## config.mk

```make
export PLATFORM = sky130hd
export DESIGN_NAME = spec_l1_line_ctrl
export DESIGN_NICKNAME = d
export VERILOG_FILES = /design/src/rtl/spec_l1_pkg.sv /design/src/rtl/spec_l1_tbuf.sv /design/src/rtl/spec_l1_rsp_out.sv /design/src/rtl/spec_l1_fsm.sv /design/src/rtl/spec_l1_line_ctrl.sv
export SDC_FILE = /design/constraint.sdc
export NUM_CORES = 1
export LEC_CHECK = 0
export ABC_AREA = 1
export BUFFER_PORTS_ARGS = -buffer_cell sky130_fd_sc_hd__buf_2
export CAP_MARGIN = 10
export CORE_MARGIN = 3
export CORE_UTILIZATION = 45
export CTS_CLUSTER_SIZE = 40
export DETAILED_ROUTE_END_ITERATION = 10
export PLACE_DENSITY_LB_ADDON = 0.05
export REMOVE_ABC_BUFFERS = 1
export SLEW_MARGIN = 10
export SYNTH_ARGS = -nofsm -noshare
export SYNTH_HDL_FRONTEND = slang
export SYNTH_SLANG_ARGS = --single-unit
```

## constraint.sdc

```tcl
create_clock -name clk -period 3.29 [get_ports clk]
set_input_delay 0 -clock clk [delete_from_list [all_inputs] [get_ports clk]]
set_output_delay 0 -clock clk [all_outputs]
set_load 0.05 [all_outputs]
```

## src/rtl/spec_l1_pkg.sv

```systemverilog
package spec_l1_pkg;

    typedef enum logic [2:0] {
        OP_LOAD   = 3'd0,
        OP_STORE  = 3'd1,
        OP_SPEC   = 3'd2,
        OP_EXPOSE = 3'd3,
        OP_REPL   = 3'd4
    } core_op_e;

    typedef enum logic [2:0] {
        NQ_GETS    = 3'd0,
        NQ_GETX    = 3'd1,
        NQ_GETSPEC = 3'd2,
        NQ_EXPOSE  = 3'd3,
        NQ_PUTX    = 3'd4
    } nreq_type_e;

    typedef enum logic [2:0] {
        FW_INV    = 3'd0,
        FW_GETS   = 3'd1,
        FW_GETX   = 3'd2,
        FW_GETSPC = 3'd3,
        FW_EXPOSE = 3'd4
    } fwd_type_e;

    typedef enum logic [1:0] {
        RK_DATA   = 2'd0,
        RK_EXCL   = 2'd1,
        RK_PEER   = 2'd2,
        RK_WBACK  = 2'd3
    } rsp_kind_e;

    localparam logic OUT_DATA = 1'b0;
    localparam logic OUT_ACK  = 1'b1;
    localparam logic DST_REQ  = 1'b0;
    localparam logic DST_L2   = 1'b1;

    typedef enum logic [3:0] {
        LS_NP, LS_I, LS_S, LS_E, LS_M,
        LS_IS, LS_IM, LS_IX, LS_IS_I, LS_SM, LS_MI, LS_SINK
    } line_state_e;

    function automatic logic is_transient(line_state_e s);
        return (s == LS_IS) || (s == LS_IM) || (s == LS_IX) || (s == LS_IS_I) ||
               (s == LS_SM) || (s == LS_MI) || (s == LS_SINK);
    endfunction

endpackage

```

## src/rtl/spec_l1_tbuf.sv

```systemverilog
module spec_l1_tbuf #(
    parameter int IDX_W  = 4,
    parameter int DATA_W = 64
) (
    input  logic              clk,
    input  logic              rst_n,
    input  logic              alloc,
    input  logic [IDX_W-1:0]  alloc_idx,
    input  logic [DATA_W-1:0] alloc_data,
    input  logic              free,
    output logic              tb_valid,
    output logic [IDX_W-1:0]  tb_idx,
    output logic [DATA_W-1:0] tb_data
);
    typedef struct packed {
        logic              valid;
        logic [IDX_W-1:0]  idx;
        logic [DATA_W-1:0] data;
    } tbuf_t;

    tbuf_t r_d, r_q;

    always_comb begin
        r_d = r_q;
        if (free) r_d.valid = 1'b0;
        if (alloc) begin
            r_d.valid = 1'b1;
            r_d.idx   = alloc_idx;
            r_d.data  = alloc_data;
        end
    end

    always_ff @(posedge clk) begin
        if (!rst_n) r_q <= '0;
        else        r_q <= r_d;
    end

    assign tb_valid = r_q.valid;
    assign tb_idx   = r_q.idx;
    assign tb_data  = r_q.data;

    // one outstanding transaction per line
    p_single_entry_r2: assert property (@(posedge clk) disable iff (!rst_n)
        alloc |-> !r_q.valid);
    // freeing only what exists
    p_free_held_r3: assert property (@(posedge clk) disable iff (!rst_n)
        free |-> r_q.valid);
endmodule

```

## src/rtl/spec_l1_rsp_out.sv

```systemverilog
module spec_l1_rsp_out #(
    parameter int DATA_W = 64
) (
    input  logic              clk,
    input  logic              rst_n,
    input  logic              push,
    input  logic              push_req,
    input  logic              push_l2,
    input  logic              push_kind,
    input  logic              push_dirty,
    input  logic [DATA_W-1:0] push_data,
    output logic              busy,
    output logic              out_valid,
    input  logic              out_ready,
    output logic              out_dest,
    output logic              out_kind,
    output logic              out_dirty,
    output logic [DATA_W-1:0] out_data
);
    import spec_l1_pkg::*;

    typedef struct packed {
        logic              to_req;
        logic              to_l2;
        logic              kind;
        logic              dirty;
        logic [DATA_W-1:0] data;
    } slot_t;

    slot_t r_d, r_q;

    always_comb begin
        r_d = r_q;
        if (out_valid && out_ready) begin
            if (r_q.to_req) r_d.to_req = 1'b0;
            else            r_d.to_l2  = 1'b0;
        end
        if (push) begin
            r_d.to_req = push_req;
            r_d.to_l2  = push_l2;
            r_d.kind   = push_kind;
            r_d.dirty  = push_dirty;
            r_d.data   = push_data;
        end
    end

    always_ff @(posedge clk) begin
        if (!rst_n) r_q <= '0;
        else        r_q <= r_d;
    end

    assign out_valid = r_q.to_req | r_q.to_l2;
    assign busy      = out_valid;
    assign out_dest  = r_q.to_req ? DST_REQ : DST_L2;
    assign out_kind  = r_q.kind;
    assign out_dirty = r_q.dirty;
    assign out_data  = r_q.data;

    // message held until taken
    p_out_hold_r12: assert property (@(posedge clk) disable iff (!rst_n)
        (out_valid && !out_ready) |=> (out_valid && $stable(out_dest) && $stable(out_data)));
    // requester copy is delivered before the L2 copy
    p_req_first_r8: assert property (@(posedge clk) disable iff (!rst_n)
        (r_q.to_req && r_q.to_l2 && out_ready) |=> (out_valid && out_dest == DST_L2));
    // a new message never overwrites a pending one
    p_no_overwrite_r12: assert property (@(posedge clk) disable iff (!rst_n)
        push |-> !busy);
endmodule

```

## src/rtl/spec_l1_fsm.sv

```systemverilog
module spec_l1_fsm #(
    parameter int IDX_W  = 4,
    parameter int DATA_W = 64
) (
    input  logic              clk,
    input  logic              rst_n,
    input  logic              core_req_valid,
    output logic              core_req_ready,
    input  logic [2:0]        core_req_op,
    input  logic [IDX_W-1:0]  core_req_idx,
    input  logic [DATA_W-1:0] core_req_wdata,
    output logic              done_valid,
    output logic [IDX_W-1:0]  done_idx,
    output logic [DATA_W-1:0] done_data,
    output logic              evict_valid,
    output logic              evict_ext,
    output logic              nreq_valid,
    input  logic              nreq_ready,
    output logic [2:0]        nreq_type,
    output logic [IDX_W-1:0]  nreq_idx,
    output logic [DATA_W-1:0] nreq_data,
    input  logic              fwd_valid,
    output logic              fwd_ready,
    input  logic [2:0]        fwd_type,
    input  logic              rsp_valid,
    input  logic [1:0]        rsp_kind,
    input  logic [DATA_W-1:0] rsp_data,
    input  logic              tb_valid,
    input  logic [IDX_W-1:0]  tb_idx,
    input  logic [DATA_W-1:0] tb_data,
    output logic              tb_alloc,
    output logic [IDX_W-1:0]  tb_alloc_idx,
    output logic [DATA_W-1:0] tb_alloc_data,
    output logic              tb_free,
    input  logic              ro_busy,
    output logic              ro_push,
    output logic              ro_req,
    output logic              ro_l2,
    output logic              ro_kind,
    output logic              ro_dirty,
    output logic [DATA_W-1:0] ro_data
);
    import spec_l1_pkg::*;

    typedef struct packed {
        line_state_e       state;
        logic [DATA_W-1:0] line;
        logic              nq_valid;
        logic [2:0]        nq_type;
        logic [IDX_W-1:0]  nq_idx;
        logic [DATA_W-1:0] nq_data;
        logic              dn_valid;
        logic [IDX_W-1:0]  dn_idx;
        logic [DATA_W-1:0] dn_data;
        logic              ev_valid;
        logic              ev_ext;
    } ctl_t;

    ctl_t r_d, r_q;

    logic stable_st, core_fire, fwd_fire, in_m;
    assign stable_st      = !is_transient(r_q.state);
    assign core_req_ready = stable_st && !fwd_valid && !rsp_valid && !r_q.nq_valid;
    assign fwd_ready      = !ro_busy && !rsp_valid;
    assign core_fire      = core_req_valid && core_req_ready;
    assign fwd_fire       = fwd_valid && fwd_ready;
    assign in_m           = (r_q.state == LS_M);

    always_comb begin
        r_d           = r_q;
        r_d.dn_valid  = 1'b0;
        r_d.ev_valid  = 1'b0;
        tb_alloc      = 1'b0;
        tb_alloc_idx  = core_req_idx;
        tb_alloc_data = '0;
        tb_free       = 1'b0;
        ro_push       = 1'b0;
        ro_req        = 1'b0;
        ro_l2         = 1'b0;
        ro_kind       = OUT_DATA;
        ro_dirty      = 1'b0;
        ro_data       = '0;
        if (r_q.nq_valid && nreq_ready) r_d.nq_valid = 1'b0;

        if (rsp_valid) begin
            unique case (r_q.state)
                LS_IS, LS_IS_I, LS_IX: begin
                    r_d.dn_valid = 1'b1;
                    r_d.dn_idx   = tb_idx;
                    r_d.dn_data  = rsp_data;
                    tb_free      = 1'b1;
                    r_d.state    = LS_I;
                    if (r_q.state == LS_IS) begin
                        r_d.line  = rsp_data;
                        r_d.state = (rsp_kind == RK_EXCL) ? LS_E : LS_S;
                    end
                end
                LS_IM, LS_SM: begin
                    r_d.line     = tb_data;
                    r_d.state    = LS_M;
                    r_d.dn_valid = 1'b1;
                    r_d.dn_idx   = tb_idx;
                    r_d.dn_data  = tb_data;
                    tb_free      = 1'b1;
                end
                LS_MI, LS_SINK: begin
                    if (rsp_kind == RK_WBACK) begin
                        r_d.state = LS_I;
                        tb_free   = 1'b1;
                    end
                end
                default: ;
            endcase
        end else if (fwd_fire) begin
            ro_push  = 1'b1;
            ro_dirty = in_m || (r_q.state == LS_MI);
            ro_data  = (r_q.state == LS_MI) ? tb_data : r_q.line;
            ro_req   = 1'b1;
            unique case (fwd_type)
                FW_INV: begin
                    ro_kind  = OUT_ACK;
                    ro_dirty = 1'b0;
                    ro_data  = '0;
                    case (r_q.state)
                        LS_IS:  r_d.state = LS_IS_I;
                        LS_S, LS_E: begin
                            r_d.state    = LS_I;
                            r_d.ev_valid = 1'b1;
                            r_d.ev_ext   = 1'b1;
                        end
                        LS_SM: begin
                            r_d.state    = LS_IM;
                            r_d.ev_valid = 1'b1;
                            r_d.ev_ext   = 1'b1;
                        end
                        LS_M: begin
                            ro_req       = 1'b0;
                            ro_l2        = 1'b1;
                            ro_kind      = OUT_DATA;
                            ro_dirty     = 1'b1;
                            ro_data      = r_q.line;
                            r_d.state    = LS_I;
                            r_d.ev_valid = 1'b1;
                            r_d.ev_ext   = 1'b1;
                        end
                        default: ;
                    endcase
                end
                FW_GETS, FW_EXPOSE: begin
                    ro_l2 = 1'b1;
                    if (r_q.state == LS_MI) r_d.state = LS_SINK;
                    else                    r_d.state = LS_S;
                end
                FW_GETX: begin
                    if (r_q.state == LS_MI) r_d.state = LS_SINK;
                    else begin
                        r_d.state    = LS_I;
                        r_d.ev_valid = 1'b1;
                        r_d.ev_ext   = 1'b1;
                    end
                end
                default: ;
            endcase
        end else if (core_fire) begin
            unique case (core_req_op)
                OP_LOAD, OP_EXPOSE, OP_SPEC: begin
                    if (r_q.state == LS_NP || r_q.state == LS_I) begin
                        tb_alloc     = 1'b1;
                        r_d.nq_valid = 1'b1;
                        r_d.nq_idx   = core_req_idx;
                        r_d.nq_data  = '0;
                        r_d.nq_type  = (core_req_op == OP_LOAD) ? NQ_GETS :
                                       (core_req_op == OP_SPEC) ? NQ_GETSPEC : NQ_EXPOSE;
                        r_d.state    = (core_req_op == OP_SPEC) ? LS_IX : LS_IS;
                    end else begin
                        r_d.dn_valid = 1'b1;
                        r_d.dn_idx   = core_req_idx;
                        r_d.dn_data  = r_q.line;
                    end
                end
                OP_STORE: begin
                    if (r_q.state == LS_E || in_m) begin
                        r_d.line     = core_req_wdata;
                        r_d.state    = LS_M;
                        r_d.dn_valid = 1'b1;
                        r_d.dn_idx   = core_req_idx;
                        r_d.dn_data  = core_req_wdata;
                    end else begin
                        tb_alloc      = 1'b1;
                        tb_alloc_data = core_req_wdata;
                        r_d.nq_valid  = 1'b1;
                        r_d.nq_type   = NQ_GETX;
                        r_d.nq_idx    = core_req_idx;
                        r_d.nq_data   = '0;
                        r_d.state     = (r_q.state == LS_S) ? LS_SM : LS_IM;
                    end
                end
                OP_REPL: begin
                    if (r_q.state == LS_S || r_q.state == LS_E || in_m) begin
                        r_d.ev_valid = 1'b1;
                        r_d.ev_ext   = 1'b0;
                        r_d.state    = LS_I;
                    end
                    if (in_m) begin
                        tb_alloc      = 1'b1;
                        tb_alloc_data = r_q.line;
                        r_d.nq_valid  = 1'b1;
                        r_d.nq_type   = NQ_PUTX;
                        r_d.nq_idx    = core_req_idx;
                        r_d.nq_data   = r_q.line;
                        r_d.state     = LS_MI;
                    end
                end
                default: ;
            endcase
        end
    end

    always_ff @(posedge clk) begin
        if (!rst_n) begin
            r_q       <= '0;
            r_q.state <= LS_NP;
        end else begin
            r_q <= r_d;
        end
    end

    assign done_valid  = r_q.dn_valid;
    assign done_idx    = r_q.dn_idx;
    assign done_data   = r_q.dn_data;
    assign evict_valid = r_q.ev_valid;
    assign evict_ext   = r_q.ev_ext;
    assign nreq_valid  = r_q.nq_valid;
    assign nreq_type   = r_q.nq_type;
    assign nreq_idx    = r_q.nq_idx;
    assign nreq_data   = r_q.nq_data;

    // line starts not present
    p_reset_np_r1: assert property (@(posedge clk) disable iff (!rst_n)
        $rose(rst_n) |-> (r_q.state == LS_NP && !tb_valid));
    // a buffer entry exists exactly while the line is transient
    p_buf_tracks_state_r2: assert property (@(posedge clk) disable iff (!rst_n)
        tb_valid == is_transient(r_q.state));
    // the speculative-wait state never writes the line
    p_ix_keeps_line_r3: assert property (@(posedge clk) disable iff (!rst_n)
        (r_q.state == LS_IX) |=> $stable(r_q.line));
    // exclusive data cannot reach the speculative-wait state
    p_ix_no_excl_r3: assert property (@(posedge clk) disable iff (!rst_n)
        (rsp_valid && r_q.state == LS_IX) |-> (rsp_kind != RK_EXCL));
    // core held off in transient states
    p_stall_transient_r9: assert property (@(posedge clk) disable iff (!rst_n)
        !stable_st |-> !core_req_ready);
    // request held until accepted
    p_nreq_hold_r12: assert property (@(posedge clk) disable iff (!rst_n)
        (nreq_valid && !nreq_ready) |=> (nreq_valid && $stable(nreq_type) && $stable(nreq_idx)));
    // invalidation in idle or speculative-wait leaves the state alone
    p_inv_quiet_r4: assert property (@(posedge clk) disable iff (!rst_n)
        (fwd_fire && fwd_type == FW_INV && !rsp_valid &&
         (r_q.state == LS_NP || r_q.state == LS_I || r_q.state == LS_IX))
        |=> ($stable(r_q.state) && !evict_valid));
endmodule

```

## src/rtl/spec_l1_line_ctrl.sv

```systemverilog
module spec_l1_line_ctrl #(
    parameter int IDX_W  = 4,
    parameter int DATA_W = 64
) (
    input  logic              clk,
    input  logic              rst_n,
    input  logic              core_req_valid,
    output logic              core_req_ready,
    input  logic [2:0]        core_req_op,
    input  logic [IDX_W-1:0]  core_req_idx,
    input  logic [DATA_W-1:0] core_req_wdata,
    output logic              done_valid,
    output logic [IDX_W-1:0]  done_idx,
    output logic [DATA_W-1:0] done_data,
    output logic              evict_valid,
    output logic              evict_ext,
    output logic              nreq_valid,
    input  logic              nreq_ready,
    output logic [2:0]        nreq_type,
    output logic [IDX_W-1:0]  nreq_idx,
    output logic [DATA_W-1:0] nreq_data,
    input  logic              fwd_valid,
    output logic              fwd_ready,
    input  logic [2:0]        fwd_type,
    input  logic              rsp_valid,
    input  logic [1:0]        rsp_kind,
    input  logic [DATA_W-1:0] rsp_data,
    output logic              out_valid,
    input  logic              out_ready,
    output logic              out_dest,
    output logic              out_kind,
    output logic              out_dirty,
    output logic [DATA_W-1:0] out_data
);
    logic              tb_valid, tb_alloc, tb_free;
    logic [IDX_W-1:0]  tb_idx, tb_alloc_idx;
    logic [DATA_W-1:0] tb_data, tb_alloc_data;
    logic              ro_busy, ro_push, ro_req, ro_l2, ro_kind, ro_dirty;
    logic [DATA_W-1:0] ro_data;

    spec_l1_fsm #(.IDX_W(IDX_W), .DATA_W(DATA_W)) u_fsm (
        .clk(clk), .rst_n(rst_n),
        .core_req_valid(core_req_valid), .core_req_ready(core_req_ready),
        .core_req_op(core_req_op), .core_req_idx(core_req_idx),
        .core_req_wdata(core_req_wdata),
        .done_valid(done_valid), .done_idx(done_idx), .done_data(done_data),
        .evict_valid(evict_valid), .evict_ext(evict_ext),
        .nreq_valid(nreq_valid), .nreq_ready(nreq_ready), .nreq_type(nreq_type),
        .nreq_idx(nreq_idx), .nreq_data(nreq_data),
        .fwd_valid(fwd_valid), .fwd_ready(fwd_ready), .fwd_type(fwd_type),
        .rsp_valid(rsp_valid), .rsp_kind(rsp_kind), .rsp_data(rsp_data),
        .tb_valid(tb_valid), .tb_idx(tb_idx), .tb_data(tb_data),
        .tb_alloc(tb_alloc), .tb_alloc_idx(tb_alloc_idx),
        .tb_alloc_data(tb_alloc_data), .tb_free(tb_free),
        .ro_busy(ro_busy), .ro_push(ro_push), .ro_req(ro_req), .ro_l2(ro_l2),
        .ro_kind(ro_kind), .ro_dirty(ro_dirty), .ro_data(ro_data)
    );

    spec_l1_tbuf #(.IDX_W(IDX_W), .DATA_W(DATA_W)) u_tbuf (
        .clk(clk), .rst_n(rst_n),
        .alloc(tb_alloc), .alloc_idx(tb_alloc_idx), .alloc_data(tb_alloc_data),
        .free(tb_free),
        .tb_valid(tb_valid), .tb_idx(tb_idx), .tb_data(tb_data)
    );

    spec_l1_rsp_out #(.DATA_W(DATA_W)) u_rsp_out (
        .clk(clk), .rst_n(rst_n),
        .push(ro_push), .push_req(ro_req), .push_l2(ro_l2), .push_kind(ro_kind),
        .push_dirty(ro_dirty), .push_data(ro_data),
        .busy(ro_busy),
        .out_valid(out_valid), .out_ready(out_ready), .out_dest(out_dest),
        .out_kind(out_kind), .out_dirty(out_dirty), .out_data(out_data)
    );
endmodule

```

==> results.cfg <==
[outcome]
status = completed

[grt]
antenna_found_initial = 2
grt_pass1_vias = 17800
overflow = 0
grt_max_degree = 159
grt_pass1_wl_um = 101900
grt_use_total_pct = 30.51

[sta]
clock_skew_ns = 0.01526
finalSetupViolations = 0
tightest_slew_ns = 1.025
grt_setup_unrepaired = no
maxSlewViolCount = 0
fin_crit_ns = 3.122
finalHoldViolCount = 0
min_period_over_period_pct = 94.89
max_freq_mhz = 320.3
maxSlewHeadroom_pct = 31.70
setup_tns_ns = 0

[route]
ant_nets = 0
vias = 18850
avgViaCountPerCell = 5.490
drt_wl_total_um = 67320
drt_first_iter_violations = 1638
wl_per_cell_um = 19.61
dr.pass1.iters = 5
drc = 0

[logic_synthesis]
netlist_area_um2 = 18020
synth_fa_ha_area_share_pct = 0
synth_common_cells = nand2_1 (493), a21oi_1 (364), dfxtp_1 (347)
synth_top_cell_area_share_pct = 38.54
seq_area_frac_synth_pct = 38.54
synth-simple-area-share_pct = 17.09
synth_xor_area_share_pct = 0
yosysMostFrequentCell = nand2_1
synth-async-reset-ratio_pct = 0
syn_avg_cell_area_um2 = 6.855
syn_inst = 2629
yosys_register_bits = 347
yosysUniqueCellTypes = 25
synth_top_area_cell = dfxtp_1
synth_edf_count = 0
synth_compound_area_share_pct = 25.78
yosysWarningCount = 0
yosys_most_used_dff = dfxtp_1
synth_top_family_by_area = compound AO/OA/AOI/OAI gates
ys_top_cells_by_area = dfxtp_1 (39%), nand2_1 (10%), a21oi_1 (10%)
synth_mux_area_share_pct = 0

[power]
p_leak_nw = 9.266
power.density_nw_per_um2 = 502.4
peakVddDrop_mv = 0.3142

[worst_setup_path]
cp.buffers_inverters = 5
max_stage_delay_ns = 0.58
cp_max_fo = 80
crit_path_top_delay_cell = dlygate4sd3_1
path_cells = inv_1 > nand2_1 > nand2_1 > nand3_2 > inv_8 > buf_16 > a21oi_1 > dlygate4sd3_1 > a21oi_1 > dlygate4sd3_1
r2r_start = u_fsm.r_q[208]
r2r_cells = 10
critPathTopFamily = buffers and inverters
required_ns = 3.79
endpoint_kind = flip-flop
startpoint_type = flip-flop
critPathKind = flip-flop to flip-flop
r2r-end = u_fsm.r_q[183]
r2r_slack_ns = 0.17
cp.arrival_ns = 3.62

[layout]
fin_nets = 3034
area_growth_pct = 23.05
fillers = 3811
instances_no_fill = 3433
drive_gt1_share_pct = 16.51
fin_area_um2 = 22180

[cts]
clkSinkCount = 347
htreeDepth = 2
cts_root_buf = clkbuf_16
cts_tree = yes
clk_path_buf_depth = 3
insertion_delay_ns = 0.56
cts_buffers = 41
clk_pin_slew_worst_paths_ns = 0.06

[placement]
hpwlAfterDp_um = 38930
gp_congestion = 0.8600
placed_area_um2 = 18630
portBuffers = 359
placedCellCount = 3144

[die]
fp.dieArea_um2 = 42490
initial_core_util_pct = 46.10
fp.dieW_um = 206.1
ios = 360
die_y_um = 206.1
coreArea_um2 = 39100
rows = 72

[worst_hold_path]
hold_depth = 6
hp-start = fwd_type[2]
hp-class = input pin to flip-flop
min_to = u_rsp_out.r_q[66]

[flow_run]
max-cap-violations = 0
==> final cells by class <==
type,instances,area (µm²),share of cell area [%]
clock buffers,64,1255,5.659
well taps,518,648.1,2.923
multi-input cells,1618,7849,35.39
flip-flops and latches,347,6947,31.32
diodes,2,5.005,0.02257
clock inverters,5,82.58,0.3724
repair buffers,614,4379,19.75
inverters,265,1011,4.559
==> how the worst max path moves through the flow <==
stage | start | to | slack [ns] | cells after the start
CTS | u_fsm.r_q[207] | u_fsm.r_q[163] | 0.05 | 11
global route | u_fsm.r_q[208] | u_fsm.r_q[183] | 0.002 | 10
global placement | u_fsm.r_q[208] | u_rsp_out.out_data[33] | 0.86 | 7
finish | u_fsm.r_q[208] | u_fsm.r_q[183] | 0.17 | 10
detailed placement | u_fsm.r_q[208] | u_rsp_out.out_data[33] | 0.86 | 7
floorplan | u_fsm.nreq_valid | u_fsm.nreq_idx[0] | -5.35 | 9
==> metrics by stage <==
step | setup WS (ns) | power [mW] | util (%) | hold slack (ns)
2_1_floorplan | -5.352 | 5.676 | - | 0.09763
3_3_place_gp | 0.8555 | 6.393 | 47.64 | 0.2932
3_5_place_dp | 0.8587 | 6.405 | 47.64 | 0.2958
4_1_cts | 0.04996 | 11.20 | 56.65 | 0.006752
5_1_grt | 0.002281 | 11.52 | 56.72 | 0.02776
6_report | 0.1682 | 11.14 | 56.72 | 0.03675
==> registers in the layout, indices dropped and copies added, names as in the netlist <==
name                 flops
u_fsm.done_data         64
u_fsm.done_idx           4
u_fsm.done_valid         1
u_fsm.evict_ext          1
u_fsm.evict_valid        1
u_fsm.nreq_data         64
u_fsm.nreq_idx           4
u_fsm.nreq_type          3
u_fsm.nreq_valid         1
u_fsm.r_q               68
u_rsp_out.out_data      64
u_rsp_out.out_dirty      1
u_rsp_out.out_kind       1
u_rsp_out.r_q            2
u_tbuf.tb_data          64
u_tbuf.tb_idx            4
==> power by group <==
part | switching, mW | internal [mW] | leakage (nW) | total (mW)
Combinational | 1.43 | 0.624 | 5.80 | 2.05
Sequential | 0.119 | 4.38 | 2.81 | 4.50
Clock | 1.83 | 2.76 | 0.656 | 4.59
==> cell usage in the layout (no fill, tap or decap), drive strengths merged <==
master and instances:
nand2 495, buf 396, clkinv 2, inv 266, o22ai 175, o211ai 66
nor3 25, a211oi 1, a31oi 60, bufinv 2, nand4 3, nor2 190
dfxtp 347, clkbuf 64, nand3 70, o21ai 167, diode 2, a21oi 365
dlygate4sd3 218, o21a 1
==> repair_timing <==
| item | in CTS | in global routing |
|---|---|---|
| endpoints found under the hold margin | 227 | 0 |
| resized for setup | 0 | 5 |
| setup endpoints to repair | 0 | 16 |
| hold buffers | 218 | 0 |
| buffers inserted | 0 | 0 |
==> worst register-to-register path, stage by stage, from the launching register on <==
cell	delay, ns
dfxtp_1	0.34
inv_1	0.21
nand2_1	0.13
nand2_1	0.12
nand3_2	0.15
inv_8	0.30
buf_16	0.38
a21oi_1	0.16
dlygate4sd3_1	0.58
a21oi_1	0.14
dlygate4sd3_1	0.55
==> cell families after synthesis <==
family | after synthesis
AO/OA/AOI/OAI | 835
AND/OR/NAND/NOR | 783
buffers and inverters | 664
flip-flops | 347
==> layer usage <==
metal | up-vias | GRT usage (%) | wire [µm] | part of all wire [%]
met5 | - | 0 | 0 | 0
met4 | 0 | 10.98 | 2025 | 3.0
met3 | 126 | 5.072 | 5368 | 8.0
met2 | 797 | 49.80 | 30880 | 46
met1 | 8832 | 40.83 | 29050 | 43
li1 | 9092 | - | - | -
(Power assumes the default switching activity.)
